### config.mk
export PLATFORM = sky130hd
export DESIGN_NAME = irq_gather_ctrl
export DESIGN_NICKNAME = d
export VERILOG_FILES = /design/src/rtl/irqc_pkg.sv /design/src/rtl/irqc_sync.sv /design/src/rtl/irqc_bank.sv /design/src/rtl/irq_gather_ctrl.sv
export SDC_FILE = /design/constraint.sdc
export NUM_CORES = 1
export LEC_CHECK = 0
export BUFFER_PORTS_ARGS = -buffer_cell sky130_fd_sc_hd__buf_4
export CAP_MARGIN = 5
export CORE_MARGIN = 4
export CORE_UTILIZATION = 50
export CTS_BUF_LIST = sky130_fd_sc_hd__clkbuf_8 sky130_fd_sc_hd__clkbuf_16
export CTS_CLUSTER_DIAMETER = 80
export DETAILED_ROUTE_END_ITERATION = 10
export GPL_TIMING_DRIVEN = 0
export PLACE_DENSITY = 0.68
export SYNTH_ARGS = -nofsm -noshare
export SYNTH_HDL_FRONTEND = slang
export SYNTH_HIERARCHICAL = 1
export SYNTH_SLANG_ARGS = --single-unit
### constraint.sdc
create_clock -name clk -period 2.9 [get_ports clk]
set_input_delay 0.435 -clock clk [delete_from_list [all_inputs] [get_ports clk]]
set_output_delay 0.435 -clock clk [all_outputs]
set_load 0.1 [all_outputs]
### src/rtl/irqc_pkg.sv
package irqc_pkg;
   localparam int unsigned LINES_PER_BANK = 32;
   localparam int unsigned REGS_PER_BANK  = 8;
   localparam int unsigned BANK_BASE      = 16;
   localparam int unsigned BANK_STRIDE    = 32;

   typedef enum logic [2:0] {
      RG_ENABLE   = 3'd0,
      RG_EN_CLR   = 3'd1,
      RG_EN_SET   = 3'd2,
      RG_TYPE     = 3'd3,
      RG_IRQ_STAT = 3'd4,
      RG_RAW_STAT = 3'd5,
      RG_RAW_CLR  = 3'd6,
      RG_SOFT     = 3'd7
   } bank_reg_e;

   typedef enum logic [1:0] {
      GR_IDENT  = 2'd0,
      GR_OUT_EN = 2'd1,
      GR_MASTER = 2'd2,
      GR_MSTAT  = 2'd3
   } glob_reg_e;
endpackage

### src/rtl/irqc_sync.sv
module irqc_sync #(
   parameter int unsigned WIDTH  = 32,
   parameter int unsigned STAGES = 2
) (
   input  logic             clk,
   input  logic             rst_n,
   input  logic [WIDTH-1:0] async_in,
   output logic [WIDTH-1:0] sync_out
);
   generate
      if (STAGES == 0) begin : g_bypass
         assign sync_out = async_in;
      end else begin : g_chain
         logic [STAGES-1:0][WIDTH-1:0] stage_q;
         always_ff @(posedge clk or negedge rst_n) begin
            if (!rst_n) begin
               stage_q <= '0;
            end else begin
               stage_q[0] <= async_in;
               for (int s = 1; s < int'(STAGES); s++) begin
                  stage_q[s] <= stage_q[s-1];
               end
            end
         end
         assign sync_out = stage_q[STAGES-1];
      end
   endgenerate
endmodule

### src/rtl/irqc_bank.sv
module irqc_bank
   import irqc_pkg::*;
#(
   parameter int unsigned SYNC_STAGES = 2
) (
   input  logic                          clk,
   input  logic                          rst_n,
   input  logic [LINES_PER_BANK-1:0]     src_async,
   input  logic [REGS_PER_BANK-1:0]      wr_sel,
   input  logic [31:0]                   wdata,
   input  logic                          master_en,
   output logic [LINES_PER_BANK-1:0]     en_q,
   output logic [LINES_PER_BANK-1:0]     type_q,
   output logic [LINES_PER_BANK-1:0]     raw_q,
   output logic [LINES_PER_BANK-1:0]     stat_o
);
   localparam int unsigned W = LINES_PER_BANK;

   logic [W-1:0] det;
   logic [W-1:0] det_prev_q;
   logic [W-1:0] rise;
   logic [W-1:0] clr_v;
   logic [W-1:0] soft_v;
   logic [W-1:0] raw_d;

   irqc_sync #(.WIDTH(W), .STAGES(SYNC_STAGES)) u_sync (
      .clk      (clk),
      .rst_n    (rst_n),
      .async_in (src_async),
      .sync_out (det)
   );

   assign rise   = det & ~det_prev_q;
   assign clr_v  = wr_sel[RG_RAW_CLR] ? wdata[W-1:0] : '0;
   assign soft_v = wr_sel[RG_SOFT]    ? wdata[W-1:0] : '0;

   // edge lines: new edge beats a clear in the same cycle
   assign raw_d = (type_q & ((raw_q & ~clr_v) | rise | soft_v))
                | (~type_q & det);

   always_ff @(posedge clk or negedge rst_n) begin
      if (!rst_n) begin
         en_q       <= '0;
         type_q     <= '0;
         raw_q      <= '0;
         det_prev_q <= '0;
      end else begin
         det_prev_q <= det;
         raw_q      <= raw_d;
         if (wr_sel[RG_ENABLE]) begin
            en_q <= wdata[W-1:0];
         end else if (wr_sel[RG_EN_SET]) begin
            en_q <= en_q | wdata[W-1:0];
         end else if (wr_sel[RG_EN_CLR]) begin
            en_q <= en_q & ~wdata[W-1:0];
         end
         if (wr_sel[RG_TYPE]) begin
            type_q <= wdata[W-1:0];
         end
      end
   end

   assign stat_o = raw_q & en_q & {W{master_en}};

   p_edge_wins_r6: assert property (@(posedge clk) disable iff (!rst_n)
      1'b1 |=> (($past(rise & clr_v & type_q) & ~raw_q) == '0));

   p_level_follow_r4: assert property (@(posedge clk) disable iff (!rst_n)
      1'b1 |=> ((($past(det) ^ raw_q) & ~$past(type_q)) == '0));

   p_en_set_r3: assert property (@(posedge clk) disable iff (!rst_n)
      wr_sel[RG_EN_SET] |=> (($past(wdata[W-1:0]) & ~en_q) == '0));
endmodule

### src/rtl/irq_gather_ctrl.sv
module irq_gather_ctrl
   import irqc_pkg::*;
#(
   parameter int unsigned NUM_BANKS   = 2,
   parameter int unsigned SYNC_STAGES = 2,
   parameter int unsigned ADDR_W      = 12,
   parameter logic [15:0] VERSION     = 16'h0102
) (
   input  logic                                clk,
   input  logic                                rst_n,
   input  logic [NUM_BANKS*LINES_PER_BANK-1:0] irq_src,
   input  logic [ADDR_W-1:0]                   bus_addr,
   input  logic                                bus_we,
   input  logic [31:0]                         bus_wdata,
   input  logic                                bus_re,
   output logic [31:0]                         bus_rdata,
   output logic                                irq_out
);
   localparam int unsigned NUM_LINES = NUM_BANKS * LINES_PER_BANK;
   localparam logic [15:0] LINE_CNT  = 16'(NUM_LINES);

   generate
      if (NUM_BANKS < 1 || NUM_BANKS > 8) begin : g_bad_banks
         $error("NUM_BANKS must lie in 1..8");
      end
      if (ADDR_W < 9) begin : g_bad_addr
         $error("ADDR_W must be at least 9");
      end
      if (VERSION < 16'h0102) begin : g_bad_ver
         $error("VERSION below minimum");
      end
      if (SYNC_STAGES > 4) begin : g_bad_sync
         $error("SYNC_STAGES must not exceed 4");
      end
   endgenerate

   // decode
   logic [ADDR_W-1:0] rel;
   logic              is_glob;
   logic              in_bank_win;
   logic [2:0]        bank_idx;
   logic [2:0]        reg_idx;
   logic [1:0]        glob_idx;

   assign is_glob     = (bus_addr < ADDR_W'(BANK_BASE));
   assign rel         = bus_addr - ADDR_W'(BANK_BASE);
   assign in_bank_win = !is_glob && (rel[ADDR_W-1:8] == '0);
   assign bank_idx    = rel[7:5];
   assign reg_idx     = rel[4:2];
   assign glob_idx    = bus_addr[3:2];

   // global registers
   logic out_en_q;
   logic master_q;

   always_ff @(posedge clk or negedge rst_n) begin
      if (!rst_n) begin
         out_en_q <= 1'b0;
         master_q <= 1'b0;
      end else if (bus_we && is_glob) begin
         if (glob_idx == GR_OUT_EN) out_en_q <= bus_wdata[0];
         if (glob_idx == GR_MASTER) master_q <= bus_wdata[0];
      end
   end

   // ranges
   logic [NUM_BANKS-1:0][LINES_PER_BANK-1:0] en_a;
   logic [NUM_BANKS-1:0][LINES_PER_BANK-1:0] type_a;
   logic [NUM_BANKS-1:0][LINES_PER_BANK-1:0] raw_a;
   logic [NUM_BANKS-1:0][LINES_PER_BANK-1:0] stat_a;

   generate
      for (genvar b = 0; b < int'(NUM_BANKS); b++) begin : g_bank
         logic                     hit;
         logic [REGS_PER_BANK-1:0] sel;
         assign hit = bus_we && in_bank_win && (bank_idx == 3'(b));
         assign sel = hit ? (REGS_PER_BANK'(1) << reg_idx) : '0;
         irqc_bank #(.SYNC_STAGES(SYNC_STAGES)) u_bank (
            .clk       (clk),
            .rst_n     (rst_n),
            .src_async (irq_src[b*LINES_PER_BANK +: LINES_PER_BANK]),
            .wr_sel    (sel),
            .wdata     (bus_wdata),
            .master_en (master_q),
            .en_q      (en_a[b]),
            .type_q    (type_a[b]),
            .raw_q     (raw_a[b]),
            .stat_o    (stat_a[b])
         );
      end
   endgenerate

   logic master_stat;
   assign master_stat = |stat_a;
   assign irq_out     = master_stat & out_en_q;

   // read mux
   logic [31:0] rd_mux;
   always_comb begin
      rd_mux = '0;
      if (is_glob) begin
         case (glob_idx)
            GR_IDENT:  rd_mux = {VERSION, LINE_CNT};
            GR_OUT_EN: rd_mux = {31'd0, out_en_q};
            GR_MASTER: rd_mux = {31'd0, master_q};
            default:   rd_mux = {31'd0, master_stat};
         endcase
      end else if (in_bank_win) begin
         for (int b = 0; b < int'(NUM_BANKS); b++) begin
            if (bank_idx == 3'(b)) begin
               case (reg_idx)
                  RG_ENABLE:   rd_mux = en_a[b];
                  RG_TYPE:     rd_mux = type_a[b];
                  RG_IRQ_STAT: rd_mux = stat_a[b];
                  RG_RAW_STAT: rd_mux = raw_a[b];
                  default:     rd_mux = '0;
               endcase
            end
         end
      end
   end

   logic [31:0] rdata_q;
   always_ff @(posedge clk or negedge rst_n) begin
      if (!rst_n)      rdata_q <= '0;
      else if (bus_re) rdata_q <= rd_mux;
   end
   assign bus_rdata = rdata_q;

   p_rdata_hold_r10: assert property (@(posedge clk) disable iff (!rst_n)
      !bus_re |=> $stable(bus_rdata));

   p_master_gate_r8: assert property (@(posedge clk) disable iff (!rst_n)
      !master_q |-> (stat_a == '0));
endmodule

# Word-level counts from Yosys, hierarchy flattened
# Cells that the tools add are included.
[classes]
n_addsub = 1
mul = 0
n_div = 0
magnitude_cmp = 1
n_eq_ne = 6
n_shift = 1
mux = 19
bitwise_logic = 30
n_reduce_logical = 15
[ops]
columns = ["op", "count"]
rows = [
  ["AND 32 bit", 14],
  ["two-way mux 32 bit", 14],
  ["bitwise OR 32 bit", 8],
  ["one-hot mux 32 bit (4 select lines)", 2],
  ["inverter 32 bit", 7],
  ["one-hot mux 25 bit (3 select lines)", 1],
  ["OR reduction 64 bit", 1],
  ["two-way mux 8 bit", 2],
  ["less-than comparator 12 x 5 -> 1 bit (second input constant)", 1],
  ["subtractor 12 x 5 -> 12 bit (second input constant)", 1],
  ["left shift 1 x 3 -> 8 bit (first input constant)", 1],
  ["== test 3 bit (second input constant)", 2],
  ["logical NOT 3 bit", 2],
  ["nonzero test 3 bit", 2],
  ["logical AND 1 bit", 5],
  ["logical NOT 4 bit", 1],
  ["AND reduction 2 bit", 2],
  ["== test 3 x 1 -> 1 bit (second input constant)", 1],
  ["== test 3 x 2 -> 1 bit (second input constant)", 1],
  ["== test 2 x 1 -> 1 bit (second input constant)", 1],
  ["== test 2 bit (second input constant)", 1],
  ["logical NOT 2 bit", 1],
  ["AND 1 bit", 1],
  ["logical NOT 1 bit", 1],
]
[totals]
reg_bits = 418
latch_bits = 0
mem_bits_rw = 0
rom_bits = 0
input_bits = 112
output_inout_bits = 33
elab_cells = 88
mem_count = 0

# Longest topological paths before layout
[logic_depth]
word_depth = 13
depth_mapped = 14
mapped_depth_nobuf = 9

# By module
# Netlist, hierarchy kept.
[by_module_without_submodules]
columns = ["mod", "instances", "cells_each", "area_per_inst_um2", "seq_area_each_um2"]
rows = [
  ["irqc_bank", 2, 409, 5235.0, 3203.1],
  ["irq_gather_ctrl", 1, 426, 3734.8, 850.8],
  ["irqc_sync", 2, 96, 1841.8, 1601.5],
]

# Least setup slack after synthesis
# Ideal clock, no wire load.
[synth_path]
path_type = "input to register"
from = "in bus_addr[4]"
to = "reg g_bank[1].u_bank.raw_q[4]"
setup_time_ns = 0.126
arrival_time_ns = 2.971
t_required_ns = 2.774
path_slack_ns = -0.197
stages = 12
path_buffers = 3
cell_sequence = "buf_6 > inv_2 > clkbuf_1 > ha_1 > nor4b_1 > a22oi_1 > a21oi_1 > nand3_2 > nor3_1 > buf_2 > a21boi_0 > a221o_1"
[synth_between]
elab_chain_cells = 13
elab_cells_between_ends = 18
cone_classes = "1 x add/sub; 1 x order compare; 1 x eq/ne; 1 x shift; 3 x mux; 6 x bitwise; 5 x reduce/logical"
[synth_rtl]
columns = ["item", "line_no", "source"]
rows = [
  ["start, declared", "irq_gather_ctrl.sv:12", "input logic [ADDR_W-1:0] bus_addr,"],
  ["subtractor 12 x 5 -> 12 bit or less-than comparator 12 x 5 -> 1 bit (tied branches)", "irq_gather_ctrl.sv:46, irq_gather_ctrl.sv:45", ""],
  ["logical NOT 4 bit or logical NOT 1 bit (tied branches)", "irq_gather_ctrl.sv:47", "assign in_bank_win = !is_glob && (rel[ADDR_W-1:8] == '0);"],
  ["logical AND 1 bit", "irq_gather_ctrl.sv:47", ""],
  ["logical AND 1 bit (2 in series)", "irq_gather_ctrl.sv:76", "assign hit = bus_we && in_bank_win && (bank_idx == 3'(b));"],
  ["two-way mux 8 bit (*)", "irq_gather_ctrl.sv:77", "assign sel = hit ? (REGS_PER_BANK'(1) << reg_idx) : '0;"],
  ["via g_bank[1].sel[6]", "irq_gather_ctrl.sv:75", "logic [REGS_PER_BANK-1:0] sel;"],
  ["two-way mux 32 bit (*)", "irqc_bank.sv:34", "assign clr_v = wr_sel[RG_RAW_CLR] ? wdata[W-1:0] : '0;"],
  ["inverter 32 bit (*)", "irqc_bank.sv:38", "assign raw_d = (type_q & ((raw_q & ~clr_v) | rise | soft_v))"],
  ["AND 32 bit (*)", "irqc_bank.sv:38", ""],
  ["bitwise OR 32 bit (*) (2 in series)", "irqc_bank.sv:38", ""],
  ["AND 32 bit (*)", "irqc_bank.sv:38", ""],
  ["bitwise OR 32 bit (*)", "irqc_bank.sv:39", "| (~type_q & det);"],
  ["via g_bank[1].u_bank.raw_d[4]", "irqc_bank.sv:24", "logic [W-1:0] raw_d;"],
  ["end signal, assigned", "irqc_bank.sv:49", "raw_q <= raw_d;"],
  ["end, declared", "irqc_bank.sv:14", "output logic [LINES_PER_BANK-1:0] raw_q,"],
]
# Mark *: on every way through the listed nets, which the timed path passes. The rest lies on a longest branch.
# A chain may end at the register's enable or synchronous reset.

==> results.rst <==
.. list-table::
   :header-rows: 1

   * - Metric
     - Value
   * - Share of power burned in registers
     - approximately 46%
   * - Detailed Routing Iterations Pass 1
     - 5
   * - Antenna Violating Nets Remaining
     - 0
   * - Transition time at the pin with the least slew margin
     - approximately 950 ps
   * - Final weighted congestion in routability-driven placement
     - approximately 0.91
   * - Clock-pin slew reported for the worst setup and hold paths after clock tree synthesis
     - ~60 ps
   * - Unrepaired setup endpoints after global routing
     - yes
   * - X dimension of the die
     - between 150 and 200 µm
   * - Endpoint type of the worst setup path
     - primary output
   * - GR met3 Demand/Resource
     - 5.54%
   * - Aggregate global-route resource usage
     - between 20 and 30%
   * - Worst path required time
     - ~2500 ps
   * - Count of placed standard cells in the final layout, fillers left out
     - approximately 2,200
   * - Initial cell density of the core
     - around 51%
   * - Fraction of power consumed by combinational cells
     - 7.3%
   * - Final global-route overflow total
     - 0
   * - Overall routed net length
     - about 54 mm
   * - Violation count after the first detailed-routing iteration
     - between 1,000 and 1,500
   * - Design area
     - around 23,000 µm²
   * - HPWL after DPL
     - 34.8 mm
   * - Max-cap check violation count
     - 0
   * - Post-synthesis net count
     - between 1,500 and 2,000
   * - Area of the placeable core
     - 34,900 µm²
   * - P_leak
     - about 10 nW
   * - Result of the run
     - complete, but fails checks
   * - Number of hold violations in the final report
     - 0
   * - Total clock buffers created by CTS
     - 45
   * - First-pass GRT wire length
     - around 83 mm
   * - Number of core rows
     - between 60 and 70
   * - Maximum clock frequency
     - roughly 310 MHz
   * - Relative slew margins
     - 36.5%
   * - GRT met1 Usage
     - approximately 38%
   * - Wire per inst
     - 24.6 µm
   * - Port Buf Inserts
     - about 140
   * - Worst setup margin
     - -304 ps
   * - Number of buffers on the longest clock path
     - 3
   * - DIE AREA
     - slightly below 40,000 µm²
   * - Type of the worst setup path
     - flop to primary output
   * - Element type at the critical path start
     - flop
   * - Number of synthesis warnings
     - 6
   * - Worst min path class
     - input pin to flop
   * - Post-layout power
     - 13.4 mW
   * - Cell area after synthesis
     - roughly 18,000 µm²
   * - Proportion of power drawn by the clock network
     - a little under half
   * - Mapped Avg Cell Area
     - about 12 µm²
   * - Number of nets in the final layout
     - roughly 1,800
   * - Busiest grt layer
     - met2
   * - CTS tree
     - done
   * - Number of vias per cell
     - 6.23
   * - Final worst path period need
     - about 3200 ps
   * - Cell count after placement
     - 2,030
   * - Vias after detailed routing
     - between 10,000 and 15,000
   * - Failing checks
     - setup timing
   * - Top-Level Pins
     - ~150
   * - Design internal power
     - approximately 10 mW
   * - Die Height
     - 197 µm
   * - Share of total power consumed by net switching
     - 22.9%
   * - Period utilization
     - 110%
   * - Initial antenna violation count
     - 3
   * - Fraction of layout instances using a drive strength above 1
     - around 29%
   * - VDD IR-drop max
     - 0.502 mV
   * - Arrival time at the worst endpoint
     - roughly 2800 ps
   * - Buffer cell driving the clock tree root
     - clkbuf_16
   * - Post-route clock skew
     - 10.5 ps
   * - Ratio of total power to cell area
     - 593 nW/µm²
   * - Number of instances in the synthesized netlist
     - 1,431
   * - Vias in the first global route
     - ~14,000
   * - Pre-CTS setup slack
     - -1150 ps
   * - Met2 layer usage reported by global route
     - between 40% and 50%
   * - Accumulated negative setup slack
     - -471 ps
   * - Setup violations, final
     - 2
   * - Largest fanout of any net on the critical path
     - 10
   * - Synthesis-to-finish area growth
     - 26.4%
   * - Worst hold margin
     - ~140 ps
   * - # DRC
     - 0
   * - Sw power
     - slightly above 3 mW
   * - Max-slew violation total from the final report
     - 0
   * - Largest net degree at the start of global routing
     - around 120
   * - Clock sink count
     - roughly 420
   * - H-tree levels
     - 2
   * - Cell area after placement
     - 19,600 µm²
   * - Clk Latency, worst-skew pair
     - 580 ps
   * - Final standard cell utilization of the core
     - roughly two thirds
-- worst max-delay path: stages, from the launching register on --
cell and delay [ps]:
dfrtp_2 430, buf_6 150, clkbuf_8 170, and3_1 200, nor4_4 360, nand4_1 210
nor4_4 340, nor2_2 130, buf_12 180
-- path summary, 6_finish.rpt --
kind	start	end	slack (ps)	depth (start not counted)
worst min-delay path	bus_wdata[6]	flop	140	2
worst min register to register	g_bank[1].u_bank/u_sync/g_chain.stage_q[30]$_DFF_PN0_	g_bank[1].u_bank/u_sync/sync_out[30]$_DFF_PN0_	340	0
worst max-delay path	master_q$_DFFE_PN0P_	irq_out	-300	8
max in group asynchronous	rst_n	asynchronous set/reset pin	1340	3
min in group asynchronous	rst_n	g_bank[1].u_bank/u_sync/g_chain.stage_q[4]$_DFF_PN0_	460	2
worst max register to register	master_q$_DFFE_PN0P_	bus_rdata[0]$_DFFE_PN0P_	-170	17
-- layout make-up --
cell class,instances,area [µm²]
Sequential cell,418,10500
Tap cell,455,569
Multi-Input combinational cell,849,6710
Fill cell,2642,12300
Timing Repair Buffer,233,2060
Antenna cell,3,7.51
Clock inverter,26,318
Buffer,156,1110
Inverter,7,28.8
Clock buffer,57,1310
-- repair_timing --
action                                  in CTS  in global routing
buffers inserted                            18                  2
hold buffers                                65                  0
endpoints found under the setup margin     126                125
cloned                                       4                  0
gates resized for setup                     95                 23
hold endpoints to repair                   158                  0
pin swaps                                   21                  4
-- layout by cell type (no fill, tap or decap), types with 4 or more instances in the layout --
cell type and count:
clkbuf_16 49, mux2_2 64, nand4_1 5, clkinv_2 5, nor3b_1 4, mux2_1 4, o22ai_1 16, a32o_1 64
buf_4 221, dfrtp_1 417, clkbuf_4 9, nor3_2 4, clkinvlp_4 4, bufinv_16 7, clkbuf_1 13, nor4_4 10
nor4_2 4, nand2_1 136, buf_2 36, a221oi_1 19, dlygate4sd3_1 65, a221o_1 83, clkbuf_8 16, clkbuf_2 7
and3_4 14, buf_6 24, o2bb2ai_1 27, and3_1 114, o22a_1 29, nor2_1 35, a22oi_1 41, a21boi_0 64
inv_1 13, a22o_1 15, mux2i_1 47
-- power groups by stage --
stage	Clock (mW)	Sequential (mW)	Combinational [mW]
floorplan	0	6.27	0.407
global route	6.54	6.22	1.06
global placement	0	6.29	0.840
finish	6.21	6.20	0.985
CTS	6.33	6.20	0.971
detailed placement	0	6.30	0.876
-- layer usage --
layer,vias to the layer above,share of wire [%]
met4,2,5.1
met1,6840,41
met3,185,9.1
met5,-,0.15
li1,5960,-
met2,735,45
Power figures use the tool's default switching activity.
